`config.mk`:
```
export PLATFORM = sky130hd
export DESIGN_NAME = pci_phase_tagger
export DESIGN_NICKNAME = d
export VERILOG_FILES = /design/src/rtl/pci_mon_pkg.sv /design/src/rtl/pci_txn_tracker.sv /design/src/rtl/pci_term_detect.sv /design/src/rtl/pci_wait_sort.sv /design/src/rtl/pci_phase_tagger.sv
export SDC_FILE = /design/constraint.sdc
export NUM_CORES = 1
export LEC_CHECK = 0
export ABC_AREA = 0
export BUFFER_PORTS_ARGS = -buffer_cell sky130_fd_sc_hd__buf_2
export CAP_MARGIN = 30
export CORE_ASPECT_RATIO = 1.25
export CORE_MARGIN = 8
export CORE_UTILIZATION = 30
export CTS_BUF_LIST = sky130_fd_sc_hd__clkbuf_8
export CTS_CLUSTER_DIAMETER = 100
export CTS_CLUSTER_SIZE = 25
export DETAILED_ROUTE_END_ITERATION = 10
export PLACE_DENSITY = 0.53
export SETUP_SLACK_MARGIN = 0.2
export SLEW_MARGIN = 20
export SYNTH_ARGS = -nofsm -noshare
export SYNTH_HDL_FRONTEND = slang
export SYNTH_SLANG_ARGS = --single-unit
```
`constraint.sdc`:
```
create_clock -name clk -period 3.35 [get_ports clk]
set_input_delay 0.1675 -clock clk [delete_from_list [all_inputs] [get_ports clk]]
set_output_delay 0.1675 -clock clk [all_outputs]
set_load 0.02 [all_outputs]
```
`src/rtl/pci_mon_pkg.sv`:
```
package pci_mon_pkg;

  typedef struct packed {
    logic frame;
    logic irdy;
    logic trdy;
    logic devsel;
    logic stop;
  } bus_ctl_t;

  typedef struct packed {
    logic addr;
    logic data;
    logic last;
    logic retry;
    logic tabort;
    logic mabort;
    logic wait_tgt;
    logic wait_mst;
    logic wait_nodev;
    logic idle;
  } phase_flags_t;

endpackage

```
`src/rtl/pci_txn_tracker.sv`:
```
module pci_txn_tracker #(
  parameter int WIN_CLKS = 4
) (
  input  logic clk,
  input  logic rst,
  input  logic frame,
  input  logic irdy,
  input  logic trdy,
  input  logic devsel,
  input  logic term_evt,
  output logic addr_c,
  output logic dphase,
  output logic devsel_seen,
  output logic xfer_done,
  output logic term_seen,
  output logic win_over
);
  localparam int CNT_W = $clog2(WIN_CLKS + 2);
  localparam logic [CNT_W-1:0] WIN_C = CNT_W'(WIN_CLKS);

  logic             busy_q;
  logic             devsel_q;
  logic             xfer_q;
  logic             term_q;
  logic [CNT_W-1:0] cnt_q;
  logic             idle_now;

  assign idle_now    = !frame && !irdy;
  assign addr_c      = frame && !busy_q;
  assign dphase      = busy_q && !idle_now;
  assign devsel_seen = devsel_q;
  assign xfer_done   = xfer_q;
  assign term_seen   = term_q;
  assign win_over    = cnt_q > WIN_C;

  always_ff @(posedge clk) begin
    if (rst) begin
      busy_q   <= 1'b0;
      devsel_q <= 1'b0;
      xfer_q   <= 1'b0;
      term_q   <= 1'b0;
      cnt_q    <= '0;
    end else if (addr_c) begin
      busy_q   <= 1'b1;
      devsel_q <= 1'b0;
      xfer_q   <= 1'b0;
      term_q   <= 1'b0;
      cnt_q    <= CNT_W'(1);
    end else if (dphase) begin
      devsel_q <= devsel_q | devsel;
      xfer_q   <= xfer_q | (irdy & trdy);
      term_q   <= term_q | term_evt;
      if (cnt_q <= WIN_C) cnt_q <= cnt_q + CNT_W'(1);
    end else begin
      busy_q <= 1'b0;
    end
  end

endmodule

```
`src/rtl/pci_term_detect.sv`:
```
module pci_term_detect
  import pci_mon_pkg::*;
(
  input  bus_ctl_t ctl,
  input  logic     dphase,
  input  logic     devsel_seen,
  input  logic     xfer_done,
  input  logic     term_seen,
  input  logic     win_over,
  output logic     data_c,
  output logic     last_c,
  output logic     retry_c,
  output logic     tabort_c,
  output logic     mabort_c,
  output logic     term_evt
);
  logic stop_fresh;

  assign stop_fresh = dphase && ctl.stop && !term_seen;
  assign data_c     = dphase && ctl.irdy && ctl.trdy;
  assign last_c     = data_c && !ctl.frame;
  assign retry_c    = stop_fresh && ctl.devsel && !ctl.trdy && !xfer_done;
  assign tabort_c   = stop_fresh && !ctl.devsel && devsel_seen;
  assign mabort_c   = dphase && !term_seen && !devsel_seen && !ctl.devsel
                      && win_over && !ctl.frame && ctl.irdy;
  assign term_evt   = retry_c || tabort_c || mabort_c;

endmodule

```
`src/rtl/pci_wait_sort.sv`:
```
module pci_wait_sort (
  input  logic dphase,
  input  logic irdy,
  input  logic trdy,
  input  logic devsel,
  input  logic stop,
  input  logic term_seen,
  input  logic mabort_c,
  output logic wait_tgt,
  output logic wait_mst,
  output logic wait_nodev
);
  logic wait_any;

  assign wait_any = dphase && !(irdy && trdy) && !stop && !mabort_c && !term_seen;

  always_comb begin
    wait_tgt   = 1'b0;
    wait_mst   = 1'b0;
    wait_nodev = 1'b0;
    if (wait_any) begin
      if (!devsel)   wait_nodev = 1'b1;
      else if (irdy) wait_tgt   = 1'b1;
      else           wait_mst   = 1'b1;
    end
  end

endmodule

```
`src/rtl/pci_phase_tagger.sv`:
```
module pci_phase_tagger
  import pci_mon_pkg::*;
#(
  parameter int WIN_CLKS = 4
) (
  input  logic       clk,
  input  logic       rst,
  input  logic       frame_n,
  input  logic       irdy_n,
  input  logic       trdy_n,
  input  logic       devsel_n,
  input  logic       stop_n,
  input  logic       gnt_n,
  input  logic [3:0] cbe_n,
  output logic       addr_vld,
  output logic       data_vld,
  output logic       last_xfer,
  output logic       retry_flag,
  output logic       tgt_abort,
  output logic       mst_abort,
  output logic       wait_tgt,
  output logic       wait_mst,
  output logic       wait_nodev,
  output logic       bus_idle,
  output logic       gnt_held,
  output logic [3:0] cmd_held
);
  localparam int CHK_W = $clog2(WIN_CLKS + 2);
  localparam logic [CHK_W-1:0] CHK_WIN = CHK_W'(WIN_CLKS);

  bus_ctl_t     ctl;
  phase_flags_t nxt, flags_q;
  logic         addr_c, dphase, devsel_seen, xfer_done, term_seen, win_over;
  logic         term_evt;
  logic [3:0]   cmd_q;
  logic         gnt_q;

  assign ctl.frame  = !frame_n;
  assign ctl.irdy   = !irdy_n;
  assign ctl.trdy   = !trdy_n;
  assign ctl.devsel = !devsel_n;
  assign ctl.stop   = !stop_n;

  pci_txn_tracker #(.WIN_CLKS(WIN_CLKS)) u_track (
    .clk(clk), .rst(rst),
    .frame(ctl.frame), .irdy(ctl.irdy), .trdy(ctl.trdy), .devsel(ctl.devsel),
    .term_evt(term_evt),
    .addr_c(addr_c), .dphase(dphase), .devsel_seen(devsel_seen),
    .xfer_done(xfer_done), .term_seen(term_seen), .win_over(win_over)
  );

  pci_term_detect u_term (
    .ctl(ctl), .dphase(dphase), .devsel_seen(devsel_seen),
    .xfer_done(xfer_done), .term_seen(term_seen), .win_over(win_over),
    .data_c(nxt.data), .last_c(nxt.last), .retry_c(nxt.retry),
    .tabort_c(nxt.tabort), .mabort_c(nxt.mabort), .term_evt(term_evt)
  );

  pci_wait_sort u_wait (
    .dphase(dphase), .irdy(ctl.irdy), .trdy(ctl.trdy), .devsel(ctl.devsel),
    .stop(ctl.stop), .term_seen(term_seen), .mabort_c(nxt.mabort),
    .wait_tgt(nxt.wait_tgt), .wait_mst(nxt.wait_mst), .wait_nodev(nxt.wait_nodev)
  );

  assign nxt.addr = addr_c;
  assign nxt.idle = !ctl.frame && !ctl.irdy;

  always_ff @(posedge clk) begin
    if (rst) begin
      flags_q <= '0;
      cmd_q   <= '0;
      gnt_q   <= 1'b0;
    end else begin
      flags_q <= nxt;
      gnt_q   <= !gnt_n;
      if (addr_c) cmd_q <= cbe_n;
    end
  end

  assign addr_vld   = flags_q.addr;
  assign data_vld   = flags_q.data;
  assign last_xfer  = flags_q.last;
  assign retry_flag = flags_q.retry;
  assign tgt_abort  = flags_q.tabort;
  assign mst_abort  = flags_q.mabort;
  assign wait_tgt   = flags_q.wait_tgt;
  assign wait_mst   = flags_q.wait_mst;
  assign wait_nodev = flags_q.wait_nodev;
  assign bus_idle   = flags_q.idle;
  assign gnt_held   = gnt_q;
  assign cmd_held   = cmd_q;

  // Checker-only count of clocks since the reported address phase
  logic [CHK_W-1:0] chk_since_addr;
  always_ff @(posedge clk) begin
    if (rst)                          chk_since_addr <= '0;
    else if (addr_vld)                chk_since_addr <= CHK_W'(1);
    else if (chk_since_addr <= CHK_WIN) chk_since_addr <= chk_since_addr + CHK_W'(1);
  end

  assert_addr_no_repeat_R1: assert property (@(posedge clk) disable iff (rst)
    addr_vld |=> !addr_vld);

  assert_retry_once_R4: assert property (@(posedge clk) disable iff (rst)
    retry_flag |=> !retry_flag && !tgt_abort && !mst_abort);

  assert_mabort_after_window_R6: assert property (@(posedge clk) disable iff (rst)
    mst_abort |-> chk_since_addr > CHK_WIN);

  assert_wait_single_R7: assert property (@(posedge clk) disable iff (rst)
    $onehot0({wait_tgt, wait_mst, wait_nodev}) && !((wait_tgt || wait_mst || wait_nodev) && data_vld));

  assert_cmd_hold_R9: assert property (@(posedge clk) disable iff (rst)
    (!addr_vld && !$past(rst)) |-> $stable(cmd_held));

endmodule

```
# [Yosys cells after proc, flatten, opt, wreduce, memory -nomap -nowiden]
# Index checks and enable logic that the tools add are counted.
[word_totals] input_bits=12 regBits=22 word_cells=81
[op_classes] n_lt_le_gt_ge=2 n_bitwise=5 n_mux=8 n_eq_ne=1 n_reduce_logical=46 n_addsub=1
[op_table] cell="$logic_and 1x1->1" count=24
[op_table] cell="$logic_not 1->1" count=13
[op_table] cell="$mux 1" count=8
[op_table] cell="$reduce_and 2->1" count=2
[op_table] cell="$reduce_bool 2->1" count=2
[op_table] cell="$reduce_or 2->1" count=2
[op_table] cell="$add 3x1->3 const B" count=1
[op_table] cell="$gt 3x3->1 const B" count=1
[op_table] cell="$le 3x3->1 const B" count=1
[op_table] cell="$or 1x1->1" count=3
[op_table] cell="$reduce_or 3->1" count=1
[op_table] cell="$logic_or 1x1->1" count=2
[op_table] cell="$ne 2x2->1 const B" count=1
[op_table] cell="$and 1x1->1" count=1
[op_table] cell="$not 1->1" count=1

# [Depth between registers and ports, before layout]
[depth] ltp_word=14 ltp_mapped=5 depth_no_buf=5

# [Hierarchy]
# Synthesis repeated with hierarchy kept, for this count alone.
[unflattened] hier_cells=88 area_unflattened_um2=900.9
[by_module_without_submodules] module="pci_phase_tagger" instances=1 cells_per_inst=41 area_each_um2=476.7 seq_area_each_um2=300.3
[by_module_without_submodules] module="pci_txn_tracker" instances=1 cells_per_inst=33 area_each_um2=297.8 seq_area_each_um2=140.1
[by_module_without_submodules] module="pci_term_detect" instances=1 cells_per_inst=9 area_each_um2=73.8 seq_area_each_um2=0.0
[by_module_without_submodules] module="pci_wait_sort" instances=1 cells_per_inst=5 area_each_um2=52.6 seq_area_each_um2=0.0

# [Worst setup path before layout]
# OpenSTA, ideal clock, no wires.
[synth_path] kind="register -> register" startpoint="reg u_track.cnt_q[0]" endpoint="reg flags_q, in the netlist wait_nodev" path_slack_ps=2169 path_buffers=0 arrival_ps=1063 period_less_slack_ps=1181 stages_incl_launch_ff=6 setup_ps=118 path_cell_list="dfxtp_1 -> inv_1 -> ha_1 -> and4bb_2 -> o21ai_1 -> o2111a_1"
[synth_via] elab_chain_cells=9
[synth_lines] item="start: declaration" line="pci_txn_tracker.sv:25" source="logic [CNT_W-1:0] cnt_q;"
[synth_lines] item="start signal: assignment" line="pci_txn_tracker.sv:53" source="if (cnt_q <= WIN_C) cnt_q <= cnt_q + CNT_W'(1);"
[synth_lines] item="$gt 3x3->1" line="pci_txn_tracker.sv:34" source="assign win_over = cnt_q > WIN_C;"
[synth_lines] item="$logic_and 1x1->1 (3 in a row)" line="pci_term_detect.sv:25" source="&& win_over && !ctl.frame && ctl.irdy;"
[synth_lines] item="$logic_not 1->1" line="pci_wait_sort.sv:15" source="assign wait_any = dphase && !(irdy && trdy) && !stop && !mabort_c && !term_seen;"
[synth_lines] item="$logic_and 1x1->1 (2 in a row)" line="pci_wait_sort.sv:15"
[synth_lines] item="$not 1->1 (no line)"
[synth_lines] item="$reduce_or 2->1 (no line)"
[synth_lines] item="end signal: assignment" line="pci_phase_tagger.sv:74" source="flags_q <= nxt;"
[synth_lines] item="end: declaration" line="pci_phase_tagger.sv:32" source="phase_flags_t nxt, flags_q;"
# No other way between the ends.
# A chain may end at the register's enable or synchronous reset.

# [Worst setup path after layout]
[layout_path] startpoint="reg u_track.busy_q" endpoint="reg u_track.cnt_q[0]"
[layout_via] elab_chain_cells=4 word_cells_on_any_way=7 cone_classes="mux (1); reduce/logical (6)"
[layout_lines] item="start: declaration" line="pci_txn_tracker.sv:21" source="logic busy_q;"
[layout_lines] item="start signal: assignment" line="pci_txn_tracker.sv:38" source="busy_q <= 1'b0;"
[layout_lines] item="start signal: assignment" line="pci_txn_tracker.sv:44" source="busy_q <= 1'b1;"
[layout_lines] item="start signal: assignment" line="pci_txn_tracker.sv:55" source="busy_q <= 1'b0;"
[layout_lines] item="$logic_not 1->1" line="pci_txn_tracker.sv:29" source="assign addr_c = frame && !busy_q;"
[layout_lines] item="$logic_and 1x1->1" line="pci_txn_tracker.sv:29"
[layout_lines] item="$reduce_bool 2->1 (no line)"
[layout_lines] item="$reduce_and 2->1 (no line)"
# Several ways; a longest one is shown, not always the timed one.

==> metrics.yaml <==
drc: 0
dpl.hpwl_um: 1450
post_cts_resize_count: 0
yosysSeqAreaShare: 0.515
area_delta_synth_final_pct: 26.0
synth_fp_nets: 107
grt_overflow: 0
crit_buf_inv: 0
tritoncts: "yes"
clock.fmax_mhz: 698
fp-row-count: 21
rr_endpoint: "u_track.cnt_q[0]"
yosys.area_share.adder: 0.0292
irDropWorstVdd_mv: 0.229
ctsHtreeMaxLevel: 1
period_share: 0.427
cts_setup_buffers: 0
clock_skew_ns: 0.000849
holdPathStages: 2
r2r_cells: 3
synth_async_sr_flop_share: 0
ios: 27
cts_hold_buf: 0
drt_iter0_drc: 29
cp_top_family: "compound AO/OA/AOI/OAI gates"
seq_area_um2: 440
grt_max_degree: 20
grt_usage: 0.0833
setup_viol: 0
nFillCells: 265
grt_pass1_vias: 726
hp-start: "gnt_n"
synth_area_um2: 856
cap_violations: 0
fin_nets: 133
syn_area_per_cell_um2: 9.20
rsz0062_at_grt: "false"
instances_no_fill: 152
critPathMaxFanout: 14
gp_congestion: 0.763
grt_pass1_wl_um: 3170
vias: 735
tightest_slew_ns: 0.393
cts_inserted_buffers: 3
synth_xor_area_frac: 0
leakagePower_uw: 0.000464
antenna_found_initial: 0
drive_above_1_share: 0.288
finalHoldViolations: 0
dpl.cell_count: 148
worst_hold_path.endpoint: "gnt_held"
core_area_um2: 2710
finalCriticalPeriod_ns: 1.43
antenna_cells: 0
p_per_area_nw_per_um2: 532
reg2reg_from: "u_track.busy_q"
relSlewSlack: 0.738
cts_sinks: 22
endpoint_kind: "flop"
yosys.cell_types.count: 31
die_h_um: 75.7
worstSetupPathType: "reg -> reg"
crit_path_top_delay_cell: "dfxtp_1"
postSynthRegisterBits: 22
cp_cell_sequence: "a21boi_2 -> a211oi_1 -> a311oi_1"
post_drt_via_cell_ratio: 4.84
syn_inst: 93
synth_top_flop_cell: "dfxtp_1"
status: "finished, final reports clean"
rrSetupSlack_ns: 1.92
wl_per_cell_um: 12.8
ant_nets: 0
port-buffer-count: 26
slew_violations: 0
clkTransAtPathRegs_ns: 0.08
multiInputGateArea_um2: 379
start_util: 0.316
dr.pass1.iters: 4
start_kind: "flop"
wirelength_um: 1950
synth-compound-area-share: 0.208
cts_buffer_depth: 2
holdWs_ns: 0.0493
arrival_ns: 1.59
synth-edff-count: 0
synthMuxAreaShare: 0
fp.dieW_um: 63.8
hold_class: "in -> reg"
cpPeakStageDelay_ns: 0.56
dieArea_um2: 4830
ys_warn_count: 0
clockRootBuffer: "clkbuf_8"
crit_required_ns: 3.51
clock_latency_ns: 0.26
tns_ns: 0
synthSimpleGateAreaFrac: 0.206
synth_top_family_by_area: "compound AO/OA/AOI/OAI gates"
## report_power, final
group | leakage (uW) | switching (uW) | total, uW | internal (uW)
clock network | 0.0000357 | 84.1 | 244 | 159
logic | 0.000249 | 33.5 | 54.1 | 20.6
registers | 0.000179 | 6.24 | 276 | 270
## state kept, by name (all words and copies together), names as in the netlist
name,flops
u_track.cnt_q,3
cmd_held,4
u_track.devsel_seen,1
addr_vld,1
bus_idle,1
u_track.xfer_done,1
last_xfer,1
wait_tgt,1
gnt_held,1
wait_nodev,1
u_track.busy_q,1
data_vld,1
mst_abort,1
u_track.term_seen,1
wait_mst,1
tgt_abort,1
retry_flag,1
## metal layers
| metal | vias to the layer above | GRT usage | routed length, um |
|---|---|---|---|
| met4 | 0 | 0.0720 | 36 |
| met1 | 343 | 0.0810 | 781 |
| met2 | 15 | 0.144 | 1010 |
| met3 | 2 | 0.0250 | 120 |
| met5 | - | 0 | 0 |
| li1 | 375 | - | - |
## final cells by class
class / instances / area share
flip-flops and latches: 22 / 0.408
clock buffers: 3 / 0.0383
repair buffers: 26 / 0.121
well taps: 34 / 0.0394
clock inverters: 1 / 0.0278
inverters: 4 / 0.0139
multi-input cells: 62 / 0.352
## synth_stat cells, types with 2 or more instances
cell,count,share of area
and3_1,2,0.015
dfxtp_1,22,0.51
inv_1,4,0.018
a21oi_1,10,0.058
nand2b_1,2,0.015
nand2_1,9,0.039
buf_2,2,0.012
nor3_1,4,0.023
ha_1,2,0.029
clkbuf_1,3,0.013
nor2_1,9,0.039
o21ai_0,5,0.029
## cell families (layout without fill, tap and decap cells)
family                   Yosys count  count (layout)
AND/OR/NAND/NOR                   33              33
adder cells (fa/ha/maj)            2               2
flip-flops                        22              22
buffers and inverters              9              34
AO/OA/AOI/OAI                     27              27
## worst register-to-register path, cell delays in order (launching register included)
cell and delay, ns:
dfxtp_1 0.56, a21boi_2 0.36, a211oi_1 0.12, a311oi_1 0.29
## worst max-delay path by stage
| stage | start | end | slack [ns] | cells past startpoint |
|---|---|---|---|---|
| final | u_track.busy_q | u_track.cnt_q[0] | 1.92 | 3 |
| after global routing | u_track.busy_q | u_track.cnt_q[0] | 1.83 | 3 |
| after CTS | u_track.busy_q | u_track.cnt_q[0] | 1.92 | 3 |
| after detailed placement | u_track.busy_q | u_track.cnt_q[0] | 1.95 | 3 |
| after global placement | u_track.busy_q | u_track.cnt_q[0] | 2.06 | 3 |
| after floorplan | u_track.cnt_q[0] | wait_nodev | 2.17 | 5 |
## cells in the final DEF (no fill, tap or decap)
cell | netlist | layout
nor3_1 | 4 | 4
a21o_1 | 1 | 1
nor2_1 | 9 | 9
nand2b_1 | 2 | 2
a21boi_2 | 1 | 1
o41ai_1 | 1 | 1
and4_1 | 1 | 1
o21bai_1 | 1 | 1
o2111a_1 | 1 | 1
ha_1 | 2 | 2
a31oi_1 | 1 | 1
and4bb_2 | 1 | 1
o21ai_1 | 1 | 1
o21ai_0 | 5 | 5
a21oi_1 | 10 | 10
a311oi_1 | 1 | 1
or3b_1 | 1 | 1
and3_1 | 2 | 2
bufinv_16 | 0 | 1
a311o_1 | 1 | 1
clkbuf_8 | 0 | 3
a211oi_1 | 1 | 1
buf_2 | 2 | 26
nand2_1 | 9 | 9
nand3_1 | 1 | 1
nor4b_2 | 1 | 1
dfxtp_1 | 22 | 22
inv_1 | 4 | 4
a211o_1 | 1 | 1
nor2b_1 | 1 | 1
nand3b_1 | 1 | 1
a21bo_2 | 1 | 1
## per-stage QoR
stage | utilization | worst slack (ns) | area (um^2) | total power, uW
after floorplan | - | 2.17 | 856 | 316
after global placement | 0.372 | 2.06 | 1010 | 336
after detailed placement | 0.372 | 1.95 | 1010 | 337
after CTS | 0.399 | 1.92 | 1080 | 580
after global routing | 0.399 | 1.83 | 1080 | 599
final | 0.399 | 1.92 | 1080 | 574
(Power assumes the default switching activity.)
